<file path="src/rtl/i2c_hs_pkg.sv">
// Package: shared types for the I2C register target.
// Assumes: byte-wide bus transfers; state encodings are internal only.
package i2c_hs_pkg;

    // Protocol engine states
    typedef enum logic [3:0] {
        ST_IDLE,       // ignore bus until START/STOP
        ST_DEV,        // shifting the device header
        ST_REG,        // shifting the register address
        ST_WDATA,      // shifting write data
        ST_ACK_WAIT,   // byte taken, wait for SCL low to pull ACK
        ST_ACK_HOLD,   // ACK driven, wait for end of ACK clock
        ST_RDATA,      // driving read data bits
        ST_RACK_WAIT,  // last read bit out, wait for SCL low to release
        ST_RACK,       // sample master ACK/NACK
        ST_RLOAD       // load next read byte on SCL fall
    } tgt_state_e;

    // What follows an acknowledge slot
    typedef enum logic [1:0] {
        NX_REG,
        NX_WDATA,
        NX_RDATA,
        NX_DONE
    } ack_next_e;

    localparam int          BYTE_W        = 8;
    localparam logic [4:0]  MCODE_PREFIX  = 5'b00001;

endpackage

</file>
<file path="src/rtl/i2c_line_sync.sv">
// Module: i2c_line_sync
// Synchronizes SCL and SDA into the system clock domain and derives SCL
// edges plus START and STOP conditions from the synchronized values.
// Assumes: the bus idles high; system clock is >= 8x the SCL rate.
module i2c_line_sync #(
    parameter int SYNC_STAGES = 2
) (
    input  logic clk,
    input  logic rst_n,
    input  logic scl_i,
    input  logic sda_i,
    output logic scl_s,
    output logic sda_s,
    output logic scl_rise,
    output logic scl_fall,
    output logic start_det,
    output logic stop_det
);

    logic [SYNC_STAGES-1:0] scl_pipe;
    logic [SYNC_STAGES-1:0] sda_pipe;
    logic                   scl_d;
    logic                   sda_d;

    // Purpose: multi-flop synchronizer chains, reset to the idle-high level
    generate
        if (SYNC_STAGES == 1) begin : g_one
            always_ff @(posedge clk) begin
                if (!rst_n) begin
                    scl_pipe <= '1;
                    sda_pipe <= '1;
                end else begin
                    scl_pipe <= scl_i;
                    sda_pipe <= sda_i;
                end
            end
        end else begin : g_many
            always_ff @(posedge clk) begin
                if (!rst_n) begin
                    scl_pipe <= '1;
                    sda_pipe <= '1;
                end else begin
                    scl_pipe <= {scl_pipe[SYNC_STAGES-2:0], scl_i};
                    sda_pipe <= {sda_pipe[SYNC_STAGES-2:0], sda_i};
                end
            end
        end
    endgenerate

    assign scl_s = scl_pipe[SYNC_STAGES-1];
    assign sda_s = sda_pipe[SYNC_STAGES-1];

    // Purpose: one-cycle history for edge and condition detection
    always_ff @(posedge clk) begin
        if (!rst_n) begin
            scl_d <= 1'b1;
            sda_d <= 1'b1;
        end else begin
            scl_d <= scl_s;
            sda_d <= sda_s;
        end
    end

    // Purpose: decode edges and bus conditions
    always_comb begin
        scl_rise  = scl_s & ~scl_d;
        scl_fall  = ~scl_s & scl_d;
        start_det = scl_s & scl_d & sda_d & ~sda_s;
        stop_det  = scl_s & scl_d & ~sda_d & sda_s;
    end

endmodule

</file>
<file path="src/rtl/i2c_reg_bank.sv">
// Module: i2c_reg_bank
// Bank of byte registers with one write port and one combinational read
// port. Register i resets to RST_BASE | i.
// Assumes: NUM_REGS is a power of two and IDX_W = log2(NUM_REGS).
module i2c_reg_bank #(
    parameter int         NUM_REGS = 16,
    parameter int         IDX_W    = 4,
    parameter logic [7:0] RST_BASE = 8'hC0
) (
    input  logic             clk,
    input  logic             rst_n,
    input  logic             wr_en,
    input  logic [IDX_W-1:0] wr_idx,
    input  logic [7:0]       wr_data,
    input  logic [IDX_W-1:0] rd_idx,
    output logic [7:0]       rd_data
);

    logic [7:0] regs [NUM_REGS];

    generate
        for (genvar gi = 0; gi < NUM_REGS; gi++) begin : g_reg
            // Purpose: hold one register, load on an addressed write
            always_ff @(posedge clk) begin
                if (!rst_n) begin
                    regs[gi] <= RST_BASE | 8'(gi);
                end else if (wr_en && (wr_idx == IDX_W'(gi))) begin
                    regs[gi] <= wr_data;
                end
            end
        end
    endgenerate

    assign rd_data = regs[rd_idx];

endmodule

</file>
<file path="src/rtl/i2c_proto_engine.sv">
// Module: i2c_proto_engine
// Target-side protocol sequencer: frames bytes, matches the device
// header, loads the register pointer, issues write strobes, streams read
// data, and tracks the master-code / high-speed flag.
// Assumes: edge and condition strobes come from i2c_line_sync, and SDA
// output changes are made only on an SCL falling edge.
module i2c_proto_engine
    import i2c_hs_pkg::*;
#(
    parameter logic [6:0] DEV_ADDR = 7'h52,
    parameter int         IDX_W    = 4
) (
    input  logic             clk,
    input  logic             rst_n,
    input  logic             sda_s,
    input  logic             scl_rise,
    input  logic             scl_fall,
    input  logic             start_det,
    input  logic             stop_det,
    input  logic [7:0]       rd_data,
    output logic [IDX_W-1:0] rd_idx,
    output logic             wr_en,
    output logic [IDX_W-1:0] wr_idx,
    output logic [7:0]       wr_data,
    output logic             sda_pull,
    output logic             hs_mode
);

    tgt_state_e       state;
    ack_next_e        nxt;
    logic [2:0]       bit_cnt;
    logic [6:0]       shreg;
    logic [6:0]       txreg;
    logic [IDX_W-1:0] ptr;
    logic             in_txn;
    logic             fresh;
    logic             mc_seen;
    logic             hs_q;
    logic             pull_q;
    logic [7:0]       rx_byte;
    logic             byte_done;
    logic             rx_phase;

    // Purpose: assemble the byte including the bit arriving this edge
    always_comb begin
        rx_byte   = {shreg, sda_s};
        rx_phase  = (state == ST_DEV) || (state == ST_REG) || (state == ST_WDATA);
        byte_done = rx_phase && scl_rise && (bit_cnt == 3'd7);
    end

    // Purpose: write strobe on the last data bit, suppressed by bus conditions
    always_comb begin
        wr_en   = byte_done && (state == ST_WDATA) && !start_det && !stop_det;
        wr_idx  = ptr;
        wr_data = rx_byte;
    end

    // Purpose: main protocol sequencer
    always_ff @(posedge clk) begin
        if (!rst_n) begin
            state   <= ST_IDLE;
            nxt     <= NX_DONE;
            bit_cnt <= '0;
            shreg   <= '0;
            txreg   <= '0;
            ptr     <= '0;
            in_txn  <= 1'b0;
            fresh   <= 1'b0;
            mc_seen <= 1'b0;
            hs_q    <= 1'b0;
            pull_q  <= 1'b0;
        end else if (start_det) begin
            state   <= ST_DEV;
            bit_cnt <= '0;
            pull_q  <= 1'b0;
            in_txn  <= 1'b1;
            fresh   <= ~in_txn;
            if (mc_seen) begin
                hs_q    <= 1'b1;
                mc_seen <= 1'b0;
            end
        end else if (stop_det) begin
            state   <= ST_IDLE;
            pull_q  <= 1'b0;
            in_txn  <= 1'b0;
            fresh   <= 1'b0;
            mc_seen <= 1'b0;
            hs_q    <= 1'b0;
        end else begin
            case (state)
                ST_DEV, ST_REG, ST_WDATA: begin
                    if (scl_rise) begin
                        shreg   <= rx_byte[6:0];
                        bit_cnt <= bit_cnt + 3'd1;
                        if (bit_cnt == 3'd7) begin
                            if (state == ST_DEV) begin
                                if (fresh && !hs_q && (rx_byte[7:3] == MCODE_PREFIX)) begin
                                    mc_seen <= 1'b1;
                                    state   <= ST_IDLE;
                                end else if (rx_byte[7:1] == DEV_ADDR) begin
                                    state <= ST_ACK_WAIT;
                                    nxt   <= rx_byte[0] ? NX_RDATA : NX_REG;
                                end else begin
                                    state <= ST_IDLE;
                                end
                            end else if (state == ST_REG) begin
                                ptr   <= rx_byte[IDX_W-1:0];
                                state <= ST_ACK_WAIT;
                                nxt   <= NX_WDATA;
                            end else begin
                                state <= ST_ACK_WAIT;
                                nxt   <= NX_DONE;
                            end
                        end
                    end
                end
                ST_ACK_WAIT: begin
                    if (scl_fall) begin
                        pull_q <= 1'b1;
                        state  <= ST_ACK_HOLD;
                    end
                end
                ST_ACK_HOLD: begin
                    if (scl_fall) begin
                        bit_cnt <= '0;
                        case (nxt)
                            NX_REG: begin
                                pull_q <= 1'b0;
                                state  <= ST_REG;
                            end
                            NX_WDATA: begin
                                pull_q <= 1'b0;
                                state  <= ST_WDATA;
                            end
                            NX_RDATA: begin
                                txreg  <= rd_data[6:0];
                                pull_q <= ~rd_data[7];
                                state  <= ST_RDATA;
                            end
                            default: begin
                                pull_q <= 1'b0;
                                state  <= ST_IDLE;
                            end
                        endcase
                    end
                end
                ST_RLOAD: begin
                    if (scl_fall) begin
                        bit_cnt <= '0;
                        txreg   <= rd_data[6:0];
                        pull_q  <= ~rd_data[7];
                        state   <= ST_RDATA;
                    end
                end
                ST_RDATA: begin
                    if (scl_rise) begin
                        bit_cnt <= bit_cnt + 3'd1;
                        if (bit_cnt == 3'd7) begin
                            state <= ST_RACK_WAIT;
                        end
                    end else if (scl_fall) begin
                        pull_q <= ~txreg[6];
                        txreg  <= {txreg[5:0], 1'b0};
                    end
                end
                ST_RACK_WAIT: begin
                    if (scl_fall) begin
                        pull_q <= 1'b0;
                        state  <= ST_RACK;
                    end
                end
                ST_RACK: begin
                    if (scl_rise) begin
                        if (!sda_s) begin
                            ptr   <= ptr + IDX_W'(1);
                            state <= ST_RLOAD;
                        end else begin
                            state <= ST_IDLE;
                        end
                    end
                end
                default: begin
                    state <= ST_IDLE;
                end
            endcase
        end
    end

    assign rd_idx   = ptr;
    assign sda_pull = pull_q;
    assign hs_mode  = hs_q;

endmodule

</file>
<file path="src/rtl/i2c_hs_target.sv">
// Module: i2c_hs_target (top)
// I2C register target: synchronizer, protocol engine and register bank.
// Assumes: SDA pad is open-drain and driven low when sda_pull_o is 1;
// system clock >= 8x SCL; NUM_REGS is a power of two of at least 2.
module i2c_hs_target #(
    parameter logic [6:0] DEV_ADDR    = 7'h52,
    parameter int         NUM_REGS    = 16,
    parameter logic [7:0] RST_BASE    = 8'hC0,
    parameter int         SYNC_STAGES = 2
) (
    input  logic clk,
    input  logic rst_n,
    input  logic scl_i,
    input  logic sda_i,
    output logic sda_pull_o,
    output logic hs_mode_o
);

    localparam int IDX_W = $clog2(NUM_REGS);

    logic             scl_s;
    logic             sda_s;
    logic             scl_rise;
    logic             scl_fall;
    logic             start_det;
    logic             stop_det;
    logic             wr_en;
    logic [IDX_W-1:0] wr_idx;
    logic [7:0]       wr_data;
    logic [IDX_W-1:0] rd_idx;
    logic [7:0]       rd_data;

    i2c_line_sync #(
        .SYNC_STAGES (SYNC_STAGES)
    ) u_sync (
        .clk       (clk),
        .rst_n     (rst_n),
        .scl_i     (scl_i),
        .sda_i     (sda_i),
        .scl_s     (scl_s),
        .sda_s     (sda_s),
        .scl_rise  (scl_rise),
        .scl_fall  (scl_fall),
        .start_det (start_det),
        .stop_det  (stop_det)
    );

    i2c_proto_engine #(
        .DEV_ADDR (DEV_ADDR),
        .IDX_W    (IDX_W)
    ) u_engine (
        .clk       (clk),
        .rst_n     (rst_n),
        .sda_s     (sda_s),
        .scl_rise  (scl_rise),
        .scl_fall  (scl_fall),
        .start_det (start_det),
        .stop_det  (stop_det),
        .rd_data   (rd_data),
        .rd_idx    (rd_idx),
        .wr_en     (wr_en),
        .wr_idx    (wr_idx),
        .wr_data   (wr_data),
        .sda_pull  (sda_pull_o),
        .hs_mode   (hs_mode_o)
    );

    i2c_reg_bank #(
        .NUM_REGS (NUM_REGS),
        .IDX_W    (IDX_W),
        .RST_BASE (RST_BASE)
    ) u_bank (
        .clk     (clk),
        .rst_n   (rst_n),
        .wr_en   (wr_en),
        .wr_idx  (wr_idx),
        .wr_data (wr_data),
        .rd_idx  (rd_idx),
        .rd_data (rd_data)
    );

endmodule

</file>
<file path="config.mk">
export PLATFORM = sky130hd
export DESIGN_NAME = i2c_hs_target
export DESIGN_NICKNAME = d
export VERILOG_FILES = /design/src/rtl/i2c_hs_pkg.sv /design/src/rtl/i2c_line_sync.sv /design/src/rtl/i2c_reg_bank.sv /design/src/rtl/i2c_proto_engine.sv /design/src/rtl/i2c_hs_target.sv
export SDC_FILE = /design/constraint.sdc
export NUM_CORES = 1
export LEC_CHECK = 0
export ABC_AREA = 1
export BUFFER_PORTS_ARGS = -buffer_cell sky130_fd_sc_hd__buf_2
export CAP_MARGIN = 20
export CORE_MARGIN = 2
export CORE_UTILIZATION = 60
export DETAILED_ROUTE_END_ITERATION = 10
export GPL_TIMING_DRIVEN = 0
export PLACE_DENSITY_LB_ADDON = 0.25
export SKIP_LAST_GASP = 1
export SLEW_MARGIN = 20
export SYNTH_ARGS = -nofsm -noshare
export SYNTH_HDL_FRONTEND = slang
export SYNTH_SLANG_ARGS = --single-unit
</file>
<file path="constraint.sdc">
create_clock -name clk -period 4.58 [get_ports clk]
set_input_delay 0.458 -clock clk [delete_from_list [all_inputs] [get_ports clk]]
set_output_delay 0.458 -clock clk [all_outputs]
set_load 0.02 [all_outputs]
</file>
# Yosys cells after proc, flatten, opt, wreduce, memory -nomap -nowiden
# Memory sizes are Yosys's and may differ from the RTL's. A register that Yosys moved wholly into a read port is not among the register bits.
# Cells that the tools add are included.
dict set report word_totals {
  reg_bits 38
  ram_bits 128
  inputBits 4
  out_inout_bits 2
  word_cells 278
  n_memories 1
}
# name depth width rd rd_clocked_by_memory_dff wr line
set mem_list {}
lappend mem_list {u_bank.regs 16 8 1 1 16 i2c_reg_bank.sv:19} ;# logic [7:0] regs [NUM_REGS];
dict set report classes {
  addsub 2
  eq_ne 58
  muxes 118
  bitwise_logic 33
  n_reduce_logical 50
}
# cell count
set ops {}
lappend ops {{$mux W8} 16}
lappend ops {{$mux W4} 20}
lappend ops {{$mux W1} 63}
lappend ops {{$eq A4 B4 Y1 const B} 10}
lappend ops {{$mux W7} 5}
lappend ops {{$eq A4 B3 Y1 const B} 8}
lappend ops {{$pmux W4 S7} 1}
lappend ops {{$reduce_and A9 Y1} 3}
lappend ops {{$logic_and A1 B1 Y1} 23}
lappend ops {{$ne A2 B2 Y1 const B} 11}
lappend ops {{$pmux W7 S3} 1}
lappend ops {{$ne A4 B1 Y1 const B} 5}
lappend ops {{$ne A2 B1 Y1 const B} 9}
lappend ops {{$eq A4 B2 Y1 const B} 4}
lappend ops {{$ne A4 B2 Y1 const B} 4}
lappend ops {{$or A1 B1 Y1} 16}
lappend ops {{$reduce_and A7 Y1} 2}
lappend ops {{$mux W2} 5}
lappend ops {{$not A1 Y1} 10}
lappend ops {{$mux W3} 3}
lappend ops {{$pmux W3 S3} 1}
lappend ops {{$eq A4 B1 Y1 const B} 2}
lappend ops {{$pmux W4 S2} 1}
lappend ops {{$reduce_and A4 Y1} 2}
lappend ops {{23 further kinds} 36}

# Logic depth before layout (Yosys ltp)
dict set report depth {
  depth_word 13
  ltp_mapped 12
  mapped_depth_nobuf 12
}

# Hierarchy
# From an unflattened synthesis, not the netlist that was laid out.
dict set report hier_totals {
  hier_cells 1042
  area_unflattened_um2 8433.1
}
# module instances cells_per_inst area_per_inst_um2
set by_module_without_submodules {}
lappend by_module_without_submodules {i2c_reg_bank 1 743 6403.6}
lappend by_module_without_submodules {i2c_proto_engine 1 272 1830.5}
lappend by_module_without_submodules {i2c_line_sync 1 27 198.9}

# Worst setup path before layout
# OpenSTA, ideal clock, no wires.
dict set report synth_path {
  path_type {reg2reg}
  start {register u_engine.bit_cnt[0]}
  end {memory u_bank.regs[12][0] (enable)}
  setup_time_ns 0.384
  arrival_ns 1.794
  setup_slack_ns 2.402
  stages_incl_launch_ff 9
  n_path_buf 0
  synth_period_minus_slack_ns 2.178
  path_cell_list {dfxtp_1 > ha_1 > ha_1 > inv_1 > nor2_4 > nand3_2 > inv_2 > nand2_1 > o21ai_0}
}
# element line
set synth_lines {}
lappend synth_lines {{start, declared} i2c_proto_engine.sv:31} ;# logic [2:0] bit_cnt;
lappend synth_lines {{start signal, assigned} i2c_proto_engine.sv:94} ;# bit_cnt <= bit_cnt + 3'd1;
lappend synth_lines {{start signal, assigned} i2c_proto_engine.sv:157} ;# bit_cnt <= bit_cnt + 3'd1;
lappend synth_lines {{end, declared} i2c_reg_bank.sv:19}

==> results.yml <==
synthesis:
  synthTopCellsByCount: "297 x nand2_1, 128 x edfxtp_1, 128 x nor2_1, 101 x inv_1, 101 x nand3_1"
  synth-seq-cells: 170
  synth_xor_area_share_pct: 0.106
  synthSimpleGateAreaFrac_pct: 29.4
  synth.top_cell.area_share_pct: 46.6
  syn_area_mm2: 0.00824
  synth-main-ff-cell: "edfxtp_1"
  syn_nets: 996
  synth_top_family_by_area: "simple AND/OR/NAND/NOR gates"
  ys_types: 30
  synthTopCellsByArea: "edfxtp_1 47%, nand2_1 14%, dfxtp_1 10%, nand3_1 6.1%, nor2_1 5.8%"
  netlist.top_cell.by_area: "edfxtp_1"
  ys_seq_area_share_pct: 56.8
  postSynthCellCount: 986
  synth-compound-area-share_pct: 5.06
  ys_warn_count: 0
  async_reset_ff_share_pct: 0
  synthMuxAreaShare_pct: 0
  synth.most_common_cell: "nand2_1"
  syn_area_per_cell_um2: 8.36
  synth_edf_count: 128
  synth_fa_ha_area_share_pct: 0.911
finish:
  final_nets: 1019
  drive_gt1_share_pct: 8.12
  final_cell_area_mm2: 0.00906
  diodes: 0
  final_cells: 1198
  final_core_util_pct: 67.9
  syn_to_final_growth_pct: 9.97
place:
  place_ws_ns: 1.92
  portBuffers: 4
  placed_area_mm2: 0.00848
  dp_hpwl_mm: 15.3
  dp.cells: 1166
  gp_congestion: 0.969
sta:
  worst_pin_slew_ns: 0.886
  fin_hold_ws_ns: 0.210
  tns_ns: 0
  hold_viol_final: 0
  min_period_over_period_pct: 51.3
  layout_min_cycle_time_ns: 2.35
  fin_skew_ns: 0.00788
  relSlewSlack_pct: 40.5
  setup_viol: 0
  fin_ws_ns: 2.23
  grt_setup_unrepaired: "no"
  slew_violations: 0
  max_freq_mhz: 426
clock_tree:
  clock-sinks: 170
  insertion_delay_ns: 0.44
  path_clk_slew_ns: 0.06
  cts.htree.levels: 4
  cts.path.max_buffers: 2
  cts_tree: "built"
  post-cts-setup-buffer-count: 0
  cts_root_buffer: "clkbuf_16"
  ctsResizeCount: 0
  cts_buffers: 17
  postCtsHoldBufs: 0
worst_setup_path:
  crit_fanout: 8
  worstPathRequired_ns: 4.64
  cp-startpoint: "u_engine.bit_cnt[0]$_SDFFE_PP0P_"
  path_class: "register to register"
  crit-reg2reg-launch: "u_engine.bit_cnt[0]$_SDFFE_PP0P_"
  crit_path_start_kind: "register"
  endpoint_kind: "register"
  cp.arrival_ns: 2.41
drt:
  detailroute.via_count: 6811
  postRouteAntennaNets: 0
  drtIter0Drc: 949
  wire_per_inst_um: 17.9
  drt-total-wl_mm: 21.4
  dr.pass1.iters: 5
  drc: 0
  viasPerCell: 5.69
power_and_ir_drop:
  combPwrFrac_pct: 13.0
  p_sw_mw: 0.946
  p_leak_nw: 3.67
  vdd_drop_max_mv: 0.238
  p_int_mw: 2.69
  total_power_mw: 3.64
  seqPwrFrac_pct: 47.4
  p_clk_share_pct: 39.6
  p_per_area_mw_per_mm2: 401
  swShare_pct: 26.0
min_path:
  hp-start: "sda_i"
  worstHoldPathType: "input pin to register"
global_route:
  grtUsageTotal_pct: 30.7
  grt_pass1_wl_mm: 33.4
  antenna_found_initial: 0
  grt_max_degree: 17
  grt_pass1_vias: 6435
  gr-total-overflow: 0
floorplan:
  dieArea_mm2: 0.0147
  die_w_um: 121
  die_h_um: 121
  start_util_pct: 61.7
  fp-row-count: 42
  ioPinCount: 6
  core_mm2: 0.0133
flow_run:
  cap_violations: 0
outcome:
  status: "finished, final reports clean"
cells in the final DEF (no fill, tap or decap), types with 4 or more instances in the layout:
cell type    n
nor2_4       4
inv_2       10
nand3_1    101
or2_2        5
clkbuf_1    31
nand4_1      7
nor2_1     128
nand3_2      8
ha_1         6
nor2_2       9
inv_1      101
dfxtp_1     42
edfxtp_1   128
o211ai_1     7
a21oi_1     31
buf_1        6
o21ai_0     31
buf_2       13
nand2_1    297
clkbuf_16   17
nand2_2      5
o21ai_1      8
clkinv_1     9
critical path, stage by stage (launching register included):
cell	delay, ns
dfxtp_1	0.35
ha_1	0.16
ha_1	0.14
inv_1	0.07
nor2_4	0.18
nand3_2	0.15
inv_2	0.10
nand2_1	0.14
o21ai_1	0.69
kinds of logic (layout without fill, tap and decap cells):
family | after synthesis | count (layout)
AND/OR/NAND/NOR | 568 | 568
flip-flops | 170 | 170
buffers and inverters | 162 | 198
AO/OA/AOI/OAI | 79 | 79
adder cells (fa/ha/maj) | 6 | 6
XOR/XNOR | 1 | 1
flip-flops by register name, summed over array words and instances, names as in the netlist, named ones only:
signal and count:
u_sync.sda_d 1, u_sync.scl_pipe 2, u_sync.scl_d 1, u_engine.in_txn 1
u_engine.nxt 2, u_engine.state 4, u_sync.sda_pipe 2, u_engine.bit_cnt 3
u_engine.shreg 7, u_engine.txreg 7, u_engine.fresh 1, u_bank.regs 128
u_engine.rd_idx 4, u_engine.sda_pull 1, u_engine.mc_seen 1, u_engine.hs_mode 1
power by group through the flow:
stage / Clock, mW / Sequential [mW] / Combinational (mW)
after floorplan: 0 / 1.75 / 0.338
after global placement: 0 / 1.76 / 0.453
after detailed placement: 0 / 1.76 / 0.459
after CTS: 1.44 / 1.72 / 0.462
after global routing: 1.50 / 1.73 / 0.520
final: 1.44 / 1.73 / 0.471
routing by layer:
metal	wire, um	share of wire, %	vias to the layer above	global-route usage [%]
met4	880	4.1	0	15.7
met3	1980	9.2	64	5.64
met2	10000	47	323	49.2
met1	8560	40	3203	40.2
met5	0	0	-	0
li1	-	-	3221	-
layout make-up:
type / instances / area (um2)
Clock inverter: 9 / 124
Sequential cell: 170 / 4680
Multi-Input combinational cell: 654 / 2920
Clock buffer: 23 / 458
Inverter: 119 / 448
Fill cell: 1113 / 4280
Buffer: 43 / 188
Tap cell: 176 / 220
Timing Repair Buffer: 4 / 20.0
path summary, 6_finish.rpt:
path                                     end  slack, ns  cells after the start
max          u_bank.regs[4][5]$_SDFFCE_PN0P_       2.23                      8
min            u_sync.sda_pipe[0]$_SDFF_PN1_       0.21                      2
max reg2reg  u_bank.regs[4][5]$_SDFFCE_PN0P_       2.23                      8
min reg2reg    u_sync.scl_pipe[1]$_SDFF_PN1_       0.41                      1
No activity file was read; power rests on OpenSTA's default activity.
